--- src/rtl/etu_pkg.sv ---
package etu_pkg;
  localparam int unsigned PSC_SHORT = 31;
  localparam int unsigned PSC_LONG  = 32;

  // divider code to effective ratio: 0 and 1 both mean one
  function automatic int unsigned ratio_of(int unsigned code);
    return (code < 2) ? 1 : code;
  endfunction

  // prescaler select to division limit
  function automatic int unsigned psc_limit(logic sel);
    return sel ? PSC_LONG : PSC_SHORT;
  endfunction
endpackage

--- src/rtl/etu_src_sel.sv ---
module etu_src_sel #(
  parameter int SRC_W = 3
) (
  input  logic             clk,
  input  logic             rst_n,
  input  logic             clk_sel,
  input  logic [SRC_W-1:0] src_sel,
  output logic             src_en
);
  localparam int FREE_W = (2 ** SRC_W) - 1;

  logic [FREE_W-1:0] free_cnt;
  logic [FREE_W-1:0] mask;

  always_ff @(posedge clk or negedge rst_n) begin
    if (!rst_n) free_cnt <= '0;
    else        free_cnt <= free_cnt + 1'b1;
  end

  always_comb begin
    mask = '0;
    for (int i = 0; i < FREE_W; i++) begin
      if (i < int'(src_sel)) mask[i] = 1'b1;
    end
  end

  assign src_en = !clk_sel || ((free_cnt & mask) == mask);
endmodule

--- src/rtl/etu_prescaler.sv ---
module etu_prescaler (
  input  logic clk,
  input  logic rst_n,
  input  logic src_en,
  input  logic psc_sel,
  output logic pre_tick
);
  localparam int PW = $clog2(etu_pkg::PSC_LONG + 1);

  logic [PW-1:0] p_cnt;
  logic [PW-1:0] last;

  assign last     = PW'(etu_pkg::psc_limit(psc_sel) - 1);
  assign pre_tick = src_en && (p_cnt >= last);

  always_ff @(posedge clk or negedge rst_n) begin
    if (!rst_n)        p_cnt <= '0;
    else if (pre_tick) p_cnt <= '0;
    else if (src_en)   p_cnt <= p_cnt + 1'b1;
  end

  AST_PSC_BOUND: assert property (@(posedge clk) disable iff (!rst_n)
    p_cnt < PW'(etu_pkg::PSC_LONG));
endmodule

--- src/rtl/etu_divider.sv ---
module etu_divider #(
  parameter int DIV_W = 8
) (
  input  logic             clk,
  input  logic             rst_n,
  input  logic             step,
  input  logic [DIV_W-1:0] code,
  output logic             div_term,
  output logic             tick_q
);
  logic [DIV_W-1:0] d_cnt;
  logic [DIV_W-1:0] act;

  assign div_term = step && (d_cnt >= act - 1'b1);

  always_ff @(posedge clk or negedge rst_n) begin
    if (!rst_n) begin
      d_cnt  <= '0;
      act    <= DIV_W'(1);
      tick_q <= 1'b0;
    end else begin
      tick_q <= div_term;
      if (div_term) begin
        d_cnt <= '0;
        act   <= DIV_W'(etu_pkg::ratio_of(int'(code)));
      end else if (step) begin
        d_cnt <= d_cnt + 1'b1;
      end
    end
  end

  AST_DCNT_BOUND: assert property (@(posedge clk) disable iff (!rst_n)
    d_cnt < act);
  AST_ACT_NONZERO: assert property (@(posedge clk) disable iff (!rst_n)
    act != '0);
  AST_ACT_HOLD: assert property (@(posedge clk) disable iff (!rst_n)
    !div_term |=> $stable(act));
endmodule

--- src/rtl/etu_timer.sv ---
module etu_timer #(
  parameter int DIV_W = 8,
  parameter int SRC_W = 3
) (
  input  logic             clk,
  input  logic             rst_n,
  input  logic             clk_sel,
  input  logic [SRC_W-1:0] src_sel,
  input  logic             psc_sel,
  input  logic             div_wr_en,
  input  logic [DIV_W-1:0] div_wr_data,
  output logic             etu_tick
);
  logic [DIV_W-1:0] div_code;
  logic             src_en;
  logic             pre_tick;
  logic             div_term;

  always_ff @(posedge clk or negedge rst_n) begin
    if (!rst_n)         div_code <= '0;
    else if (div_wr_en) div_code <= div_wr_data;
  end

  etu_src_sel #(.SRC_W(SRC_W)) u_src (
    .clk(clk), .rst_n(rst_n), .clk_sel(clk_sel), .src_sel(src_sel), .src_en(src_en)
  );

  etu_prescaler u_psc (
    .clk(clk), .rst_n(rst_n), .src_en(src_en), .psc_sel(psc_sel), .pre_tick(pre_tick)
  );

  etu_divider #(.DIV_W(DIV_W)) u_div (
    .clk(clk), .rst_n(rst_n), .step(pre_tick), .code(div_code),
    .div_term(div_term), .tick_q(etu_tick)
  );

  AST_TICK_SINGLE: assert property (@(posedge clk) disable iff (!rst_n)
    etu_tick |=> !etu_tick);
  AST_TICK_FROM_PSC: assert property (@(posedge clk) disable iff (!rst_n)
    etu_tick |-> $past(pre_tick));
endmodule

--- config.mk ---
export PLATFORM = sky130hd
export DESIGN_NAME = etu_timer
export DESIGN_NICKNAME = d
export VERILOG_FILES = /design/src/rtl/etu_pkg.sv /design/src/rtl/etu_src_sel.sv /design/src/rtl/etu_prescaler.sv /design/src/rtl/etu_divider.sv /design/src/rtl/etu_timer.sv
export SDC_FILE = /design/constraint.sdc
export NUM_CORES = 1
export LEC_CHECK = 0
export BUFFER_PORTS_ARGS = -buffer_cell sky130_fd_sc_hd__clkbuf_2
export CAP_MARGIN = 5
export CORE_UTILIZATION = 63
export DETAILED_ROUTE_END_ITERATION = 6
export GPL_ROUTABILITY_DRIVEN = 0
export PLACE_DENSITY = 0.86
export SYNTH_ARGS = -nofsm -noshare
export SYNTH_HDL_FRONTEND = slang
export SYNTH_SLANG_ARGS = --single-unit
--- constraint.sdc ---
create_clock -name clk -period 9.7 [get_ports clk]
set_clock_uncertainty 0.2 [all_clocks]
set_input_delay 0.485 -clock clk [delete_from_list [all_inputs] [get_ports clk]]
set_output_delay 0.485 -clock clk [all_outputs]
set_load 0.05 [all_outputs]
==> metrics.md, run 1 <==
| Metric | Value |
|---|---|
| Outcome | `finished, final reports clean` |
| Maxcap violations | `0` |
| Final worst setup slack | `6.07 ns` |
| Antenna violations before repair | `0` |
| H-tree levels | `2` |
| Crit-path slowest cell | `dfrtp_1` |
| Final setup TNS | `0 ns` |
| Critical Path Sink Type | `flip-flop` |
| Pleak | `1.03 nW` |
| Top cells by area in the synthesized netlist | `dfrtp_1 (46%), mux2_2 (8.4%), ha_1 (8.1%)` |
| Worst stage delay on the critical path | `0.43 ns` |
| Vias in the first global route | `1445` |
| Final WL | `3.52 mm` |
| Setup violators final | `0` |
| Yosys top cell area share | `46.3%` |
| CTS buffer count | `5` |
| Core area | `0.00303 mm^2` |
| Main flop type after synthesis | `dfrtp_1` |
| Syn Area/Cell | `10.8 um^2` |
| Fin crit share | `37.5%` |
| Synth cell types | `38` |
| Worst Path Buf+Inv | `0` |
| Largest net degree at the start of global routing | `39` |
| Initial DRC count | `36` |
| CP startpoint | `u_div.act[3]$_DFFE_PN0P_` |
| CP required | `9.74 ns` |
| Via density | `5.78` |
| HPWL after DPL | `2.65 mm` |
| Clk sinks | `38` |
| CP startpoint kind | `flip-flop` |
| TritonCTS clock tree | `built` |
| DIE AREA | `0.00340 mm^2` |
| R2R Path Start | `u_div.act[3]$_DFFE_PN0P_` |
| Cell Rows | `20` |
| Pins Over Slew Limit | `0` |
| EDFF count, synth | `0` |
| Initial core utilization | `66.0%` |
| Mapped Area | `0.00200 mm^2` |
| Area Overhead vs Synth | `11.5%` |
| Drt wl/cell | `14.1 um` |
| Commonest cells in the synthesized netlist | `dfrtp_1 (37), o21ai_0 (20), mux2_2 (15)` |
| Drt drc | `0` |
| First-pass GRT wire length | `6.15 mm` |
| Total grt overflow | `0` |
| Syn_nets | `214` |
| Inst Count DP | `241` |
| Post-place setup slack | `6.09 ns` |
| Final Non-Filler Cells | `249` |
| Count leader, synth | `dfrtp_1` |
| Hold Path Class | `input port to asynchronous set/reset pin` |
| RSZ-0062 raised after global routing | `no` |
| Post-Synthesis Cells | `185` |
| Final hold vios | `0` |
| Measured slew at the worst slew-check pin | `0.891 ns` |
| PostCTS Resize Cnt | `0` |
| Worst-path maximum fanout | `9` |
| CP Class | `flip-flop to flip-flop` |
| Post-DRT Antenna Nets | `0` |
| Port Buffers | `16` |
| Ports | `17` |
| Top Family by Delay on Critical Path | `simple AND/OR/NAND/NOR gates` |
| FF+latch count, synth | `38` |
| Pwr Density | `249 mW/mm^2` |
| Clk buf depth | `2` |
| Antenna Cells | `0` |
| Routed via count | `1440` |
| Die Span X | `58.3 um` |
| FMAX | `275 MHz` |
| Area leader, netlist | `dfrtp_1` |
| Post-synthesis sequential area ratio | `47.6%` |
| Clock insertion delay at the later pin of the skew report | `0.35 ns` |
| Arr. time, crit path | `3.67 ns` |
| Worst relative slew slack | `40.6%` |
| Post-CTS Setup Repair Bufs | `0` |
| Worst IR Drop VDD | `0.134 mV` |
| Share of cells above drive strength 1 | `22.4%` |
| CTS root buf | `clkbuf_4` |
| GRT Resource Usage Total | `24.3%` |
| Fin crit period | `3.63 ns` |
| Critical Path, Cell by Cell | `or3_1 -> or2_2 -> nor4_1 -> xnor2_1 -> ha_1 -> nand2_1 -> or3_1 -> o221ai_2 -> nand2_1 -> nor2_4 -> mux2_2` |
| Pre-antenna DRT Iters | `4` |
| Hold slack | `0.0354 ns` |
| Clock edge transition at the registers on the reported setup and hold paths | `0.12 ns` |
| Ys Warns | `0` |
| Nets | `233` |
| Post-synthesis async set-or-reset flop share | `100%` |
| Die Span Y | `58.3 um` |
| Cts hold-fix bufs | `0` |
cell usage in the layout (no fill, tap or decap), drive strengths merged:
| cell type | count |
|---|---|
| nand3 | 8 |
| nor4 | 2 |
| o41ai | 3 |
| nor2b | 2 |
| nand2 | 12 |
| mux2 | 15 |
| or3 | 4 |
| a211o | 1 |
| a221oi | 1 |
| xnor2 | 9 |
| a21oi | 3 |
| a22oi | 1 |
| nand4 | 3 |
| dfrtp | 37 |
| clkbuf | 22 |
| ha | 13 |
| nor3 | 4 |
| a31oi | 1 |
| or4 | 1 |
| dfstp | 1 |
| o22ai | 1 |
| inv | 10 |
| a41oi | 1 |
| o21ai | 20 |
| xor2 | 2 |
| o31ai | 5 |
| a21o | 1 |
| and3 | 4 |
| or2 | 1 |
| nor2 | 5 |
| a41o | 1 |
| nand2b | 5 |
| and2 | 2 |
| mux2i | 1 |
| bufinv | 2 |
| o221ai | 1 |
per-stage QoR:
stage / area [um^2] / power, mW / utilization, %
after CTS: 2230 / 0.559 / 73.6
after floorplan: 2000 / 0.371 / -
final: 2230 / 0.554 / 73.6
after global routing: 2230 / 0.598 / 73.6
after detailed placement: 2120 / 0.417 / 70.0
after global placement: 2120 / 0.402 / 70.0
routing by layer:
metal	track usage [%]	share of wire [%]	vias to the layer above
met2	41.5	51	23
li1	-	-	720
met3	7.03	3.4	7
met5	0	0	-
met1	29.1	44	690
met4	9.52	1.4	0
area by class of cell:
type                            instances  area, um^2
Tap cell                               44        55.1
Multi-Input combinational cell        133         993
Fill cell                             189         798
Inverter                               10        37.5
Clock inverter                          2        60.1
Timing Repair Buffer                   16        80.1
Sequential cell                        38         952
Clock buffer                            6        51.3
power breakdown:
| group | leakage [nW] | switching, mW | internal (mW) |
|---|---|---|---|
| registers | 0.476 | 0.0366 | 0.191 |
| clock network | 0.0585 | 0.0538 | 0.0873 |
| logic | 0.496 | 0.0963 | 0.0891 |
cells by family (layout without fill, tap and decap cells):
group	after synthesis	after routing	share of synthesized area, %
buffers and inverters	14	34	2.69
DFF	38	38	47.6
and+or+nand+nor	53	53	14.3
muxes	16	16	8.95
xor gates and xnor gates	11	11	4.82
adders and majority gates	13	13	8.14
AOI/OAI and AO/OA	40	40	13.5
state kept, by name (all words and copies together) (netlist names):
signal          flops
u_div.act           8
u_div.tick_q        1
u_src.free_cnt      7
u_div.d_cnt         8
div_code            8
u_psc.p_cnt         6
worst paths after layout:
path,slack [ns],cells after the start,endpoint
worst max-delay path,6.07,11,u_div.act[3]$_DFFE_PN0P_
worst min-delay path,0.04,1,u_psc.p_cnt[1]$_DFFE_PN0P_
worst max register to register,6.07,11,u_div.act[3]$_DFFE_PN0P_
worst min register to register,0.28,1,u_src.free_cnt[6]$_DFF_PN0_
max in group asynchronous,8.71,1,u_div.act[3]$_DFFE_PN0P_
min in group clk,0.16,2,div_code[6]$_DFFE_PN0P_
(Power assumes the default switching activity.)
==> run 2, diff against run 1 <==
ABC_AREA = 1   (was not set)
CORE_UTILIZATION = 54   (was 63)
PLACE_DENSITY = 0.79   (was 0.86)
clock period = 3.25 ns   (was 9.7 ns; I/O delays follow)
==> run 2 against run 1 <==
  * Core utilization decreased by 8.2 points
  * Synthesized area increased by 11%
  * Combinational power increased by 62%
  * Highest routed layer unchanged
  * Critical endpoint is now u_div.d_cnt[4]$_DFFE_PN0P_
  * Die area increased by 29%
  * First-iteration DRC count increased to 2.6 times the previous value
  * Clock-buffer cell count unchanged
  * Design area increased by 12%
  * Maximum frequency increased by 41%
==> metrics.md, run 2 <==
| Metric | Value |
|---|---|
| Pleak | `1.43 nW (+39%)` |
| Initial DRC count | `93 (+160%)` |
| Syn Area/Cell | `8.13 um^2 (-25%)` |
| Maxcap violations | `0 (unchanged)` |
| Final hold vios | `0 (unchanged)` |
| Final setup TNS | `0 ns (unchanged)` |
| Count leader, synth | `nand2_1` |
| Port Buffers | `16 (unchanged)` |
| Final Non-Filler Cells | `349 (+40%)` |
| Fin crit share | `79.5% (+42 points)` |
| First-pass GRT wire length | `6.97 mm (+13%)` |
| Routed via count | `1751 (+22%)` |
| Top cells by area in the synthesized netlist | `dfrtp_1 (42%), nand2_1 (14%), ha_1 (7.3%)` |
| Commonest cells in the synthesized netlist | `nand2_1 (83), inv_1 (42), dfrtp_1 (37)` |
| Fillers | `321 (+70%)` |
| Area leader, netlist | `dfrtp_1` |
| Yosys top cell area share | `41.5% (-4.8 points)` |
| Worst IR Drop VDD | `0.315 mV (+140%)` |
| CP Class | `flip-flop to flip-flop` |
| EDFF count, synth | `0 (unchanged)` |
| Clk sinks | `38 (unchanged)` |
| Post-Synthesis Cells | `274 (+48%)` |
| Total power draw | `1.20 mW (+120%)` |
| Final worst setup slack | `0.668 ns (-5.40 ns)` |
| Final Cell Area | `0.00249 mm^2 (+12%)` |
| Pins Over Slew Limit | `0 (unchanged)` |
| Cts hold-fix bufs | `9 (+9)` |
| PostCTS Resize Cnt | `0 (unchanged)` |
| Inst Count DP | `332 (+38%)` |
| Fin crit period | `2.58 ns (-1.05 ns)` |
| Initial core utilization | `58.7% (-7.4 points)` |
| Synth cell types | `25 (-34%)` |
| FF+latch count, synth | `38 (unchanged)` |
| HPWL after DPL | `2.82 mm (+6.4%)` |
| Total grt overflow | `0 (unchanged)` |
| R2r setup slk | `0.67 ns (-5.40 ns)` |
| Leading registers by flop count | `div_code (8), u_div.act (8), u_div.d_cnt (8)` |
| Setup violators final | `0 (unchanged)` |
| Die Span X | `66.2 um (+14%)` |
| Drt wl/cell | `11.4 um (-19%)` |
| Post-DRT Antenna Nets | `0 (unchanged)` |
| Util after Layout | `65.5% (-8.2 points)` |
| Post-synthesis async set-or-reset flop share | `100% (unchanged)` |
| CP required | `3.22 ns (-6.52 ns)` |
| Antenna violations before repair | `0 (unchanged)` |
| Ports | `17 (unchanged)` |
| Pwr Density | `482 mW/mm^2 (+94%)` |
| Syn_nets | `303 (+42%)` |
| Post-synthesis sequential area ratio | `42.7% (-4.9 points)` |
| Antenna Cells | `0 (unchanged)` |
| Area Overhead vs Synth | `11.6% (about the same)` |
| Clock edge transition at the registers on the reported setup and hold paths | `0.07 ns (-0.05 ns)` |
| Final WL | `3.97 mm (+13%)` |
| Ys Warns | `0 (unchanged)` |
| Most common cell after layout, fill and taps aside | `nand2_1` |
| Arr. time, crit path | `2.55 ns (-1.12 ns)` |
| Clk buf depth | `2 (unchanged)` |
| Share of cells above drive strength 1 | `11.6% (-11 points)` |
| Drt drc | `0 (unchanged)` |
| GRT Resource Usage Total | `21.1% (-3.3 points)` |
| Hold slack | `0.0716 ns (+0.0362 ns)` |
| Worst-path maximum fanout | `10 (+1)` |
| Most frequent cells in the layout | `nand2_1 (83), inv_1 (42), dfrtp_1 (37)` |
| Core area | `0.00380 mm^2 (+25%)` |
| CTS root buf | `clkbuf_8` |
| Worst relative slew slack | `39.9% (-0.69 points)` |
| Outcome | `finished, final reports clean` |
| Pre-antenna DRT Iters | `4 (unchanged)` |
| Hold Path Class | `input port to flip-flop` |
| Via density | `5.02 (-13%)` |
| Area after DPL | `0.00231 mm^2 (+9.3%)` |
| Measured slew at the worst slew-check pin | `0.901 ns (+0.0104 ns)` |
| TritonCTS clock tree | `built` |
| Main flop type after synthesis | `dfrtp_1` |
| Post-CTS Setup Repair Bufs | `0 (unchanged)` |
| Die Span Y | `66.2 um (+14%)` |
| Post-place setup slack | `0.664 ns (-5.43 ns)` |
| Cell Rows | `22 (+10%)` |
| Mapped Area | `0.00223 mm^2 (+11%)` |
| DIE AREA | `0.00439 mm^2 (+29%)` |
| FMAX | `387 MHz (+41%)` |
| CP startpoint kind | `flip-flop` |
| Largest net degree at the start of global routing | `39 (unchanged)` |
| H-tree levels | `2 (unchanged)` |
| Clock insertion delay at the later pin of the skew report | `0.28 ns (-0.07 ns)` |
| Critical Path Sink Type | `flip-flop` |
| RSZ-0062 raised after global routing | `no` |
| Nets | `329 (+41%)` |
| Vias in the first global route | `1653 (+14%)` |
| CTS buffer count | `5 (unchanged)` |
run 2: final cells by class:
cell class | count | area, um^2 | share of cell area [%]
clock buffers | 6 | 72.6 | 2.92
clock inverters | 2 | 10.0 | 0.402
inverters | 46 | 173 | 6.94
multi-input cells | 184 | 1050 | 42.2
flip-flops and latches | 38 | 952 | 38.3
well taps | 48 | 60.1 | 2.41
repair buffers | 25 | 170 | 6.84
run 2: report_power, final:
group | switching [mW] | internal [mW] | total (mW)
sequential | 0.0650 | 0.532 | 0.597
clock | 0.154 | 0.148 | 0.302
combinational | 0.174 | 0.127 | 0.300
run 2: logic make-up after synthesis:
| family | after synthesis | synth area share, % |
|---|---|---|
| AND/OR/NAND/NOR | 132 | 27.5 |
| buffers and inverters | 52 | 10.2 |
| flip-flops | 38 | 42.7 |
| AO/OA/AOI/OAI | 22 | 5.67 |
| XOR/XNOR | 17 | 6.68 |
| adder cells (fa/ha/maj) | 13 | 7.30 |
run 2: path summary, 6_finish.rpt:
kind                                             start                           to  depth (start not counted)
max                           u_div.act[0]$_DFFE_PN1P_   u_div.d_cnt[4]$_DFFE_PN0P_                         13
min                                          div_wr_en      div_code[2]$_DFFE_PN0P_                          3
max reg2reg                   u_div.act[0]$_DFFE_PN1P_   u_div.d_cnt[4]$_DFFE_PN0P_                         13
min reg2reg                u_src.free_cnt[6]$_DFF_PN0_  u_src.free_cnt[6]$_DFF_PN0_                          1
max in group asynchronous                        rst_n  u_src.free_cnt[4]$_DFF_PN0_                          2
min in group asynchronous                        rst_n   u_psc.p_cnt[1]$_DFFE_PN0P_                          2
run 2: layer usage:
layer  global-route usage [%]  up-vias  routed length [um]
met3                     5.34        7                  72
met4                     5.59        0                  49
met5                        0        -                   0
met2                     34.6       13                1910
li1                         -      918                   -
met1                     27.6      813                1940
run 2: critical path, stage by stage, from the launching register on:
cell and delay, ns:
dfstp_2 0.53, inv_1 0.07, ha_1 0.23, nand2_1 0.11, nor3_1 0.06, xor2_1 0.12, inv_1 0.05, ha_1 0.27
nand2_1 0.07, o21a_1 0.22, nand2_2 0.20, inv_1 0.16, nand4_1 0.10, nand2_1 0.07
==> run 3, diff against run 2 <==
clock period = 2.3 ns   (was 3.25 ns; I/O delays follow)
==> run 3 against run 2 <==
  * Global-route usage grew 3.0 points
  * Via count grew 7.1%
  * Die area did not move
  * Total power increased by 47%
  * The run now ends with setup timing left
  * Design area up 8.6%
  * Combinational power up 50%
  * Sequential cell count did not move
  * Sequential share of layout area down 3.0 points
  * Sequential power increased by 41%
  * First-iteration DRC count grew 39%
  * Clock-buffer cell count did not move
  * Largest cell class unchanged
==> metrics.md, run 3 (synthesized netlist as in run 2, its figures left out) <==
| Metric | Value |
|---|---|
| Outcome | `finished with violations` |
| Failing checks | `setup timing` |
| Total grt overflow | `0 (unchanged)` |
| Final WL | `4.58 mm (+15%)` |
| Post-DRT Antenna Nets | `0 (unchanged)` |
| HPWL after DPL | `2.80 mm (-0.74%)` |
| Drt wl/cell | `12.6 um (+11%)` |
| Pleak | `1.52 nW (+6.5%)` |
| CP Class | `flip-flop to flip-flop` |
| Hold Crit Depth | `3 (unchanged)` |
| TritonCTS clock tree | `built` |
| Crit Reg-Reg Endpoint | `u_div.act[1]$_DFFE_PN0P_` |
| DIE AREA | `0.00439 mm^2 (unchanged)` |
| First-pass GRT wire length | `7.80 mm (+12%)` |
| Antenna Cells | `0 (unchanged)` |
| Hold Path Class | `input port to flip-flop` |
| Leading registers by flop count | `div_code (8), u_div.act (8), u_div.d_cnt (8)` |
| Largest net degree at the start of global routing | `39 (unchanged)` |
| Most common cell after layout, fill and taps aside | `nand2_1` |
| Post-place setup slack | `-0.148 ns (-0.812 ns)` |
| Final hold vios | `0 (unchanged)` |
| CP required | `2.28 ns (-0.94 ns)` |
| Port Buffers | `16 (unchanged)` |
| Area Overhead vs Synth | `21.2%` |
| Share of cells above drive strength 1 | `21.2% (+9.6 points)` |
| Antenna violations before repair | `0 (unchanged)` |
| Worst relative slew slack | `63.4% (+23 points)` |
| Hold path start | `div_wr_en` |
| Arr. time, crit path | `2.43 ns (-0.12 ns)` |
| Clk buf depth | `2 (unchanged)` |
| Final Non-Filler Cells | `364 (+4.3%)` |
| Drt drc | `0 (unchanged)` |
| R2R Path Start | `u_div.act[0]$_DFFE_PN1P_` |
| Measured slew at the worst slew-check pin | `0.547 ns (-0.354 ns)` |
| Setup violators final | `17 (+17)` |
| Clk sinks | `38 (unchanged)` |
| Total power draw | `1.77 mW (+47%)` |
| H-tree levels | `2 (unchanged)` |
| GRT Resource Usage Total | `24.0% (+3.0 points)` |
| Nets | `344 (+4.6%)` |
| R2r setup slk | `-0.16 ns (-0.82 ns)` |
| Die Span Y | `66.2 um (unchanged)` |
| Util after Layout | `71.1% (+5.6 points)` |
| Inst Count DP | `342 (+3.0%)` |
| Ports | `17 (unchanged)` |
| Clock edge transition at the registers on the reported setup and hold paths | `0.08 ns (about the same)` |
| Routed via count | `1875 (+7.1%)` |
| Fin crit share | `107% (+27 points)` |
| Worst-path maximum fanout | `8 (-2)` |
| Maxcap violations | `0 (unchanged)` |
| Pwr Density | `654 mW/mm^2 (+36%)` |
| Initial DRC count | `129 (+39%)` |
| CTS buffer count | `5 (unchanged)` |
| Via density | `5.15 (+2.7%)` |
| WHS Endpoint | `div_code[2]$_DFFE_PN0P_` |
| Clock insertion delay at the later pin of the skew report | `0.29 ns (about the same)` |
| Cell Rows | `22 (unchanged)` |
| Vias in the first global route | `1772 (+7.2%)` |
| CTS root buf | `clkbuf_8` |
| Core area | `0.00380 mm^2 (unchanged)` |
| Critical Path Sink Type | `flip-flop` |
| Final worst setup slack | `-0.155 ns (-0.823 ns)` |
| Pins Over Slew Limit | `0 (unchanged)` |
| Fin crit period | `2.46 ns (-0.127 ns)` |
| Worst IR Drop VDD | `0.462 mV (+47%)` |
| Pre-antenna DRT Iters | `4 (unchanged)` |
| Reg2reg path depth | `13 (unchanged)` |
| Fillers | `298 (-7.2%)` |
| FMAX | `407 MHz (+5.2%)` |
| Initial core utilization | `58.7% (unchanged)` |
| CP startpoint kind | `flip-flop` |
| Die Span X | `66.2 um (unchanged)` |
| Most frequent cells in the layout | `nand2_1 (78), inv_1 (39), dfrtp_1 (37)` |
| RSZ-0062 raised after global routing | `yes` |
## run 3: changes by cell type in the layout (fill, tap and decap cells not counted), moves of 3 or more
cell     previous run  this run
buf_4               0        13
inv_1              42        39
inv_2               4         7
nand2_1            83        78
nand2_2             2         5
nor2_1              8         5
## run 3: worst max path at each step
stage	startpoint	end	slack, ns	cells after the start
after floorplan	u_div.act[0]$_DFFE_PN1P_	u_div.act[5]$_DFFE_PN0P_	0.001	13
after global placement	u_div.act[0]$_DFFE_PN1P_	u_div.act[5]$_DFFE_PN0P_	-0.06	13
after detailed placement	u_div.act[0]$_DFFE_PN1P_	u_div.d_cnt[7]$_DFFE_PN0P_	-0.15	13
after CTS	u_div.act[2]$_DFFE_PN0P_	u_div.act[2]$_DFFE_PN0P_	-0.05	11
after global routing	u_div.act[2]$_DFFE_PN0P_	u_div.act[1]$_DFFE_PN0P_	-0.28	11
final	u_div.act[0]$_DFFE_PN1P_	u_div.act[1]$_DFFE_PN0P_	-0.16	13
## run 3: repair_timing
item,CTS,global route
hold buffers,9,0
buffers inserted,2,2
endpoints found under the setup margin,17,17
pin swaps,16,7
endpoints found under the hold margin,45,0
resized for setup,14,6
gates cloned,1,0
## run 3: metrics by stage
stage	TNS [ns]	hold WS (ns)	area, um^2
final	-1.48	0.0340	2700
after floorplan	0	-0.381	2230
after detailed placement	-1.78	-0.00648	2410
after CTS	-0.413	0.00678	2670
after global placement	-0.596	-0.0105	2410
after global routing	-3.48	0.0669	2700
## run 3: worst max-delay path: stages, from the launching register on
cell and delay, ns:
dfstp_2 0.55, inv_2 0.06, buf_4 0.13, nand2_1 0.08
xor2_1 0.16, inv_1 0.07, ha_1 0.29, a21oi_1 0.16
nand2_1 0.10, nand2_2 0.12, nand2_4 0.10, buf_12 0.15
nand4_1 0.10, nand2_1 0.07
## run 3: cell type report
cell class	count	area, um^2	area share (%)
well taps	48	60.1	2.22
clock buffers	6	82.6	3.06
repair buffers	39	288	10.7
inverters	46	173	6.39
clock inverters	2	12.5	0.463
flip-flops and latches	38	952	35.3
multi-input cells	185	1130	41.9
## run 3: power by group
group | total, mW | leakage (nW) | internal (mW) | switching, mW
registers | 0.842 | 0.481 | 0.751 | 0.0908
logic | 0.450 | 0.995 | 0.191 | 0.260
clock network | 0.473 | 0.0472 | 0.241 | 0.233
## run 3: per-layer routing
layer  GRT usage, %  vias up  routed length [um]
li1               -      951                   -
met1           30.0      874                2020
met2           39.7       36                2270
met3           5.69       14                 155
met4           10.1        0                 133
met5              0        -                   0
